<file path="src/rtl/subcache_probe_ctrl.sv">
module subcache_probe_ctrl #(
  parameter int N_SUB  = 4,
  parameter int WAYS   = 4,
  parameter int ADDR_W = 16,
  parameter int OFF    = 4
) (
  input  logic                    clk,
  input  logic                    rst_n,
  input  logic                    req_valid,
  input  logic [ADDR_W-1:0]       req_addr,
  input  logic                    pred_valid,
  input  logic [$clog2(N_SUB)-1:0] pred_id,
  input  logic [N_SUB*WAYS-1:0]   active_ways,
  input  logic [WAYS-1:0]         tag_eq,
  output logic                    busy,
  output logic [N_SUB-1:0]        sub_en,
  output logic [WAYS-1:0]         cmp_mask,
  output logic                    reprobe,
  output logic                    done,
  output logic                    hit,
  output logic [$clog2(N_SUB)-1:0] extra_cycles,
  output logic                    upd_valid,
  output logic [$clog2(N_SUB)-1:0] upd_id
);
  localparam int SW = $clog2(N_SUB);

  logic [SW-1:0] cur_q, cnt_q;
  logic [SW-1:0] hash_idx, start_idx;
  logic          probe_hit, last, finish;

  assign hash_idx  = req_addr[OFF +: SW] ^ req_addr[OFF+SW +: SW];
  assign start_idx = pred_valid ? pred_id : hash_idx;

  assign sub_en    = busy ? (N_SUB'(1) << cur_q) : '0;
  assign cmp_mask  = busy ? active_ways[cur_q*WAYS +: WAYS] : '0;
  assign reprobe   = busy && (cnt_q != '0);
  assign probe_hit = busy && |(tag_eq & cmp_mask);
  assign last      = cnt_q == SW'(N_SUB-1);
  assign finish    = busy && (probe_hit || last);

  always_ff @(posedge clk) begin
    if (!rst_n) begin
      busy         <= 1'b0;
      cur_q        <= '0;
      cnt_q        <= '0;
      done         <= 1'b0;
      hit          <= 1'b0;
      extra_cycles <= '0;
      upd_valid    <= 1'b0;
      upd_id       <= '0;
    end else begin
      done      <= finish;
      upd_valid <= probe_hit && (cnt_q != '0);
      if (finish) begin
        hit          <= probe_hit;
        extra_cycles <= cnt_q;
        upd_id       <= cur_q;
      end
      if (!busy) begin
        if (req_valid) begin
          busy  <= 1'b1;
          cur_q <= start_idx;
          cnt_q <= '0;
        end
      end else if (finish) begin
        busy <= 1'b0;
      end else begin
        cur_q <= cur_q + 1'b1;
        cnt_q <= cnt_q + 1'b1;
      end
    end
  end
endmodule


</file>
<file path="config.mk">
export PLATFORM = sky130hd
export DESIGN_NAME = subcache_probe_ctrl
export DESIGN_NICKNAME = d
export VERILOG_FILES = /design/src/rtl/subcache_probe_ctrl.sv
export SDC_FILE = /design/constraint.sdc
export NUM_CORES = 1
export LEC_CHECK = 0
export ABC_AREA = 1
export ABC_CLOCK_PERIOD_IN_PS = 3900
export BUFFER_PORTS_ARGS = -buffer_cell sky130_fd_sc_hd__buf_2
export CORE_UTILIZATION = 40
export DETAILED_ROUTE_END_ITERATION = 10
export PLACE_DENSITY = 0.76
export SETUP_SLACK_MARGIN = 0.3
export SYNTH_ARGS = -nofsm -noshare
export SYNTH_HDL_FRONTEND = slang
export SYNTH_SLANG_ARGS = --single-unit
</file>
<file path="constraint.sdc">
create_clock -name clk -period 3.9 [get_ports clk]
set_input_delay 0.78 -clock clk [delete_from_list [all_inputs] [get_ports clk]]
set_output_delay 0.78 -clock clk [all_outputs]
set_load 0.02 [all_outputs]
</file>
## Yosys cells after proc, flatten, opt, wreduce, memory -nomap -nowiden

Cells that the tools add are included.
Widths: inputs -> output; s select.

- Bits of input ports: 42
- Bits in registers: 12
- Word-level logic and storage cells: 37

- Reduce and logical (&&, ||, !) cells: 9
- Bitwise operators: 2
- Multiplexer cells: 12
- Shifts and indexed selects: 2
- Equality and inequality tests: 2
- Add/subtract/negate cells: 2

Operators with widths:

| operator | number |
|---|---|
| $shiftx 16x5->4 | 1 |
| $mux 2 | 7 |
| $mux 4 | 2 |
| $add 2x1->2 const B | 2 |
| $and 4x4->4 | 1 |
| $logic_and 1x1->1 | 4 |
| $reduce_bool 2->1 | 2 |
| $reduce_or 4->1 | 1 |
| $shl 1x2->4 const A | 1 |
| $mux 1 | 3 |
| $eq 2x2->1 const B | 1 |
| $ne 2x2->1 const B | 1 |
| $reduce_and 2->1 | 1 |
| $xor 2x2->2 | 1 |
| $logic_or 1x1->1 | 1 |

## Logic depth before layout (Yosys ltp)

- Word-level depth: 9
- Depth in mapped cells: 12
- Mapped depth without buffers: 12

## Least setup slack after synthesis

Ideal clock, no wire load.

- Kind: reg2out
- Start: reg busy
- End: out cmp_mask[0]
- Cell stages (with the launch flop): 4
- Buffers on the path: 1
- Data arrival time: 1.354 ns
- Slack: 1.766 ns
- Data required time: 3.120 ns
- Cell sequence: dfxtp_1 > buf_2 > clkinv_1 > a21oi_1

- Word-level cells in the longest chain between the ends: 1

RTL lines:

| element | RTL line | text |
|---|---|---|
| from (decl) | 15 | `output logic busy,` |
| from (signal assigned) | 43 | `busy <= 1'b0;` |
| from (signal assigned) | 61 | `busy <= 1'b1;` |
| from (signal assigned) | 66 | `busy <= 1'b0;` |
| $mux 4 | 35 | `assign cmp_mask = busy ? active_ways[cur_q*WAYS +: WAYS] : '0;` |
| to (decl) | 17 | `output logic [WAYS-1:0] cmp_mask,` |

No other way between the ends.

## Worst setup path after layout

Same ends and word-level chain as after synthesis.

==> results by group <==
Clocking
  • Post_cts resized: 0
  • Worst-path clk slew: 0.07 ns
  • Worst skew pair latency: 0.27 ns
  • Cts hold-fix bufs: 0
  • Clock tree buffer depth: 2
  • CTS H-tree lvls: 1
  • Root buf cell: clkbuf_4
  • TritonCTS Sinks: 12
  • CTS Buf Count: 3
  • TritonCTS clock tree: built
  • Post-CTS Repair Setup Buffers: 0

STA
  • Hold_ws: 0.469 ns
  • TNS Setup: 0 ns
  • Final Hold Fails: 0
  • Worst setup margin: 1.33 ns
  • Slew Viols, Final: 0
  • Crit share post-route: 65.8%
  • Final min period: 2.57 ns
  • Fmax: 390 MHz
  • Final setup violation count: 0
  • RSZ-0062 raised after global routing: no
  • Worst Max-Slew Pin Slew: 0.554 ns
  • Max Clock Skew: 0.00353 ns
  • Relative slew slack: 63.0%

Floorplan
  • Io pins: 59
  • Starting density of the core: 43.4%
  • Die Ht: 48.6 µm
  • Die area: 2360 µm²
  • Die W: 48.6 µm
  • Core Region: 2000 µm²
  • Row count: 16

Cells and area
  • Antenna diodes: 0
  • Post-Route Utilization: 56.8%
  • Most common cell after layout, fill and taps aside: buf_2
  • Area grow syn2layout: 31.0%
  • Final net count: 236
  • Most frequent cells in the layout: 46 x buf_2, 37 x nand2_1, 24 x inv_1
  • Share of post-route cells with drive strength above 1: 31.2%

Global routing
  • Global-route wire length before repair: 3.46 mm
  • Vias in the first global route: 884
  • Met2 Use GR: 35.0%
  • Grt total ovfl: 0
  • Antenna violations before repair: 0
  • GR Layer Usage met1: 20.3%
  • Gr busiest metal: met2
  • Largest net degree at the start of global routing: 15
  • GRT Util Overall: 18.3%
  • GRT met3 Usage: 4.72%

Place
  • Routability cong.: 0.851
  • DP Wirelength: 1.52 mm
  • Port buffer count: 46
  • Pre-CTS setup slack: 1.63 ns

Route
  • Detailed-route via count: 984
  • ANT nets after route: 0
  • Drc violations: 0
  • Drt pass-1 iters: 4
  • Wirelength per Cell: 9.10 µm
  • Initial DRC count: 15
  • Final wirelength: 1.94 mm
  • Mean number of vias per cell: 4.62

Yosys
  • Warnings from Yosys: 0
  • Post-Syn Instances: 140
  • Yosys top cell by area: dfxtp_1
  • Yosys reg bits: 12
  • Syn Area/Cell: 6.20 µm²
  • Largest cells by area after synthesis: dfxtp_1 28%, nand2_1 16%, inv_1 10%
  • Synthesized Nets: 188
  • Synth top area share: 27.7%
  • Netlist Area Pre-Place: 868 µm²
  • Cell variety after synth: 19
  • Post-synthesis sequential area ratio: 27.7%

Worst hold path
  • Worst hold-check path type: register to register

Critical path
  • Crit end category: output pin
  • CP arrival: 1.79 ns
  • WP data required: 3.12 ns
  • Startpoint Class: register
  • Worst setup path class: register to output pin
  • Crit-path max FO: 14

Pwr
  • Pwr dens: 314 nW/µm²
  • Static Leakage: 0.719 nW
  • Maximum vdd ir drop: 201 µV

Job
  • Max-cap violations: 0

Outcome
  • Status: completed
## synth_stat cells, drive strengths merged
library cell	number
inv	27
ha	6
a21oi	9
clkinv	1
dfxtp	12
nor2	14
nand3	18
nand4	1
o21ai	7
nand2	41
nand3b	1
buf	3
## worst paths after layout
kind,startpoint,endpoint,slack [ns],cells after the start
setup / recovery,busy$_SDFF_PN0_,cmp_mask[0],1.33,3
hold / removal,hit$_SDFFE_PN0P_,hit$_SDFFE_PN0P_,0.47,2
setup reg to reg,cur_q[0]$_SDFFE_PN0P_,upd_id[0]$_SDFFE_PN0P_,2.09,12
hold reg to reg,hit$_SDFFE_PN0P_,hit$_SDFFE_PN0P_,0.47,2
## power by group
part	leakage [nW]	total, mW	switching [mW]	internal, mW
Sequential	0.0980	0.151	0.0187	0.133
Combinational	0.607	0.134	0.0813	0.0522
Clock	0.0138	0.0718	0.0361	0.0357
Total	0.719	0.357	0.136	0.220
## critical path, cell delays in order (launching register included)
cell,delay [ns]
dfxtp_1,0.67
clkinv_1,0.43
a21oi_1,0.23
buf_2,0.19
## cell families (layout without fill, tap and decap cells)
| family | Yosys count | after routing | synth area share (%) |
|---|---|---|---|
| buffers and inverters | 31 | 77 | 14.1 |
| AO/OA/AOI/OAI | 16 | 16 | 9.22 |
| flip-flops | 12 | 12 | 27.7 |
| AND/OR/NAND/NOR | 75 | 75 | 40.3 |
| adder cells (fa/ha/maj) | 6 | 6 | 8.65 |
## area by class of cell
type	count	area, µm²
Timing Repair Buffer	46	230
Clock buffer	3	22.5
Multi-Input combinational cell	97	505
Tap cell	27	33.8
Sequential cell	12	240
Fill cell	206	865
Inverter	28	105
## flip-flops by register name, indices dropped and copies added (netlist names)
register / flops
hit: 1
upd_valid: 1
busy: 1
cur_q: 2
upd_id: 2
done: 1
cnt_q: 2
extra_cycles: 2
## through the flow
| step | power, mW | area [µm²] | instances |
|---|---|---|---|
| finish | 0.357 | 1140 | 213 |
| CTS | 0.361 | 1140 | 213 |
| global placement | 0.284 | 1110 | 210 |
| global route | 0.389 | 1140 | 213 |
| detailed placement | 0.288 | 1110 | 210 |
| floorplan | 0.247 | 868 | 140 |
## layer usage
| metal | wire length [µm] | share of wire [%] |
|---|---|---|
| met5 | 0 | 0 |
| met4 | 0 | 0 |
| met3 | 94 | 4.8 |
| met2 | 978 | 50 |
| met1 | 866 | 45 |
Note: power is estimated with default switching activity, not from simulation.
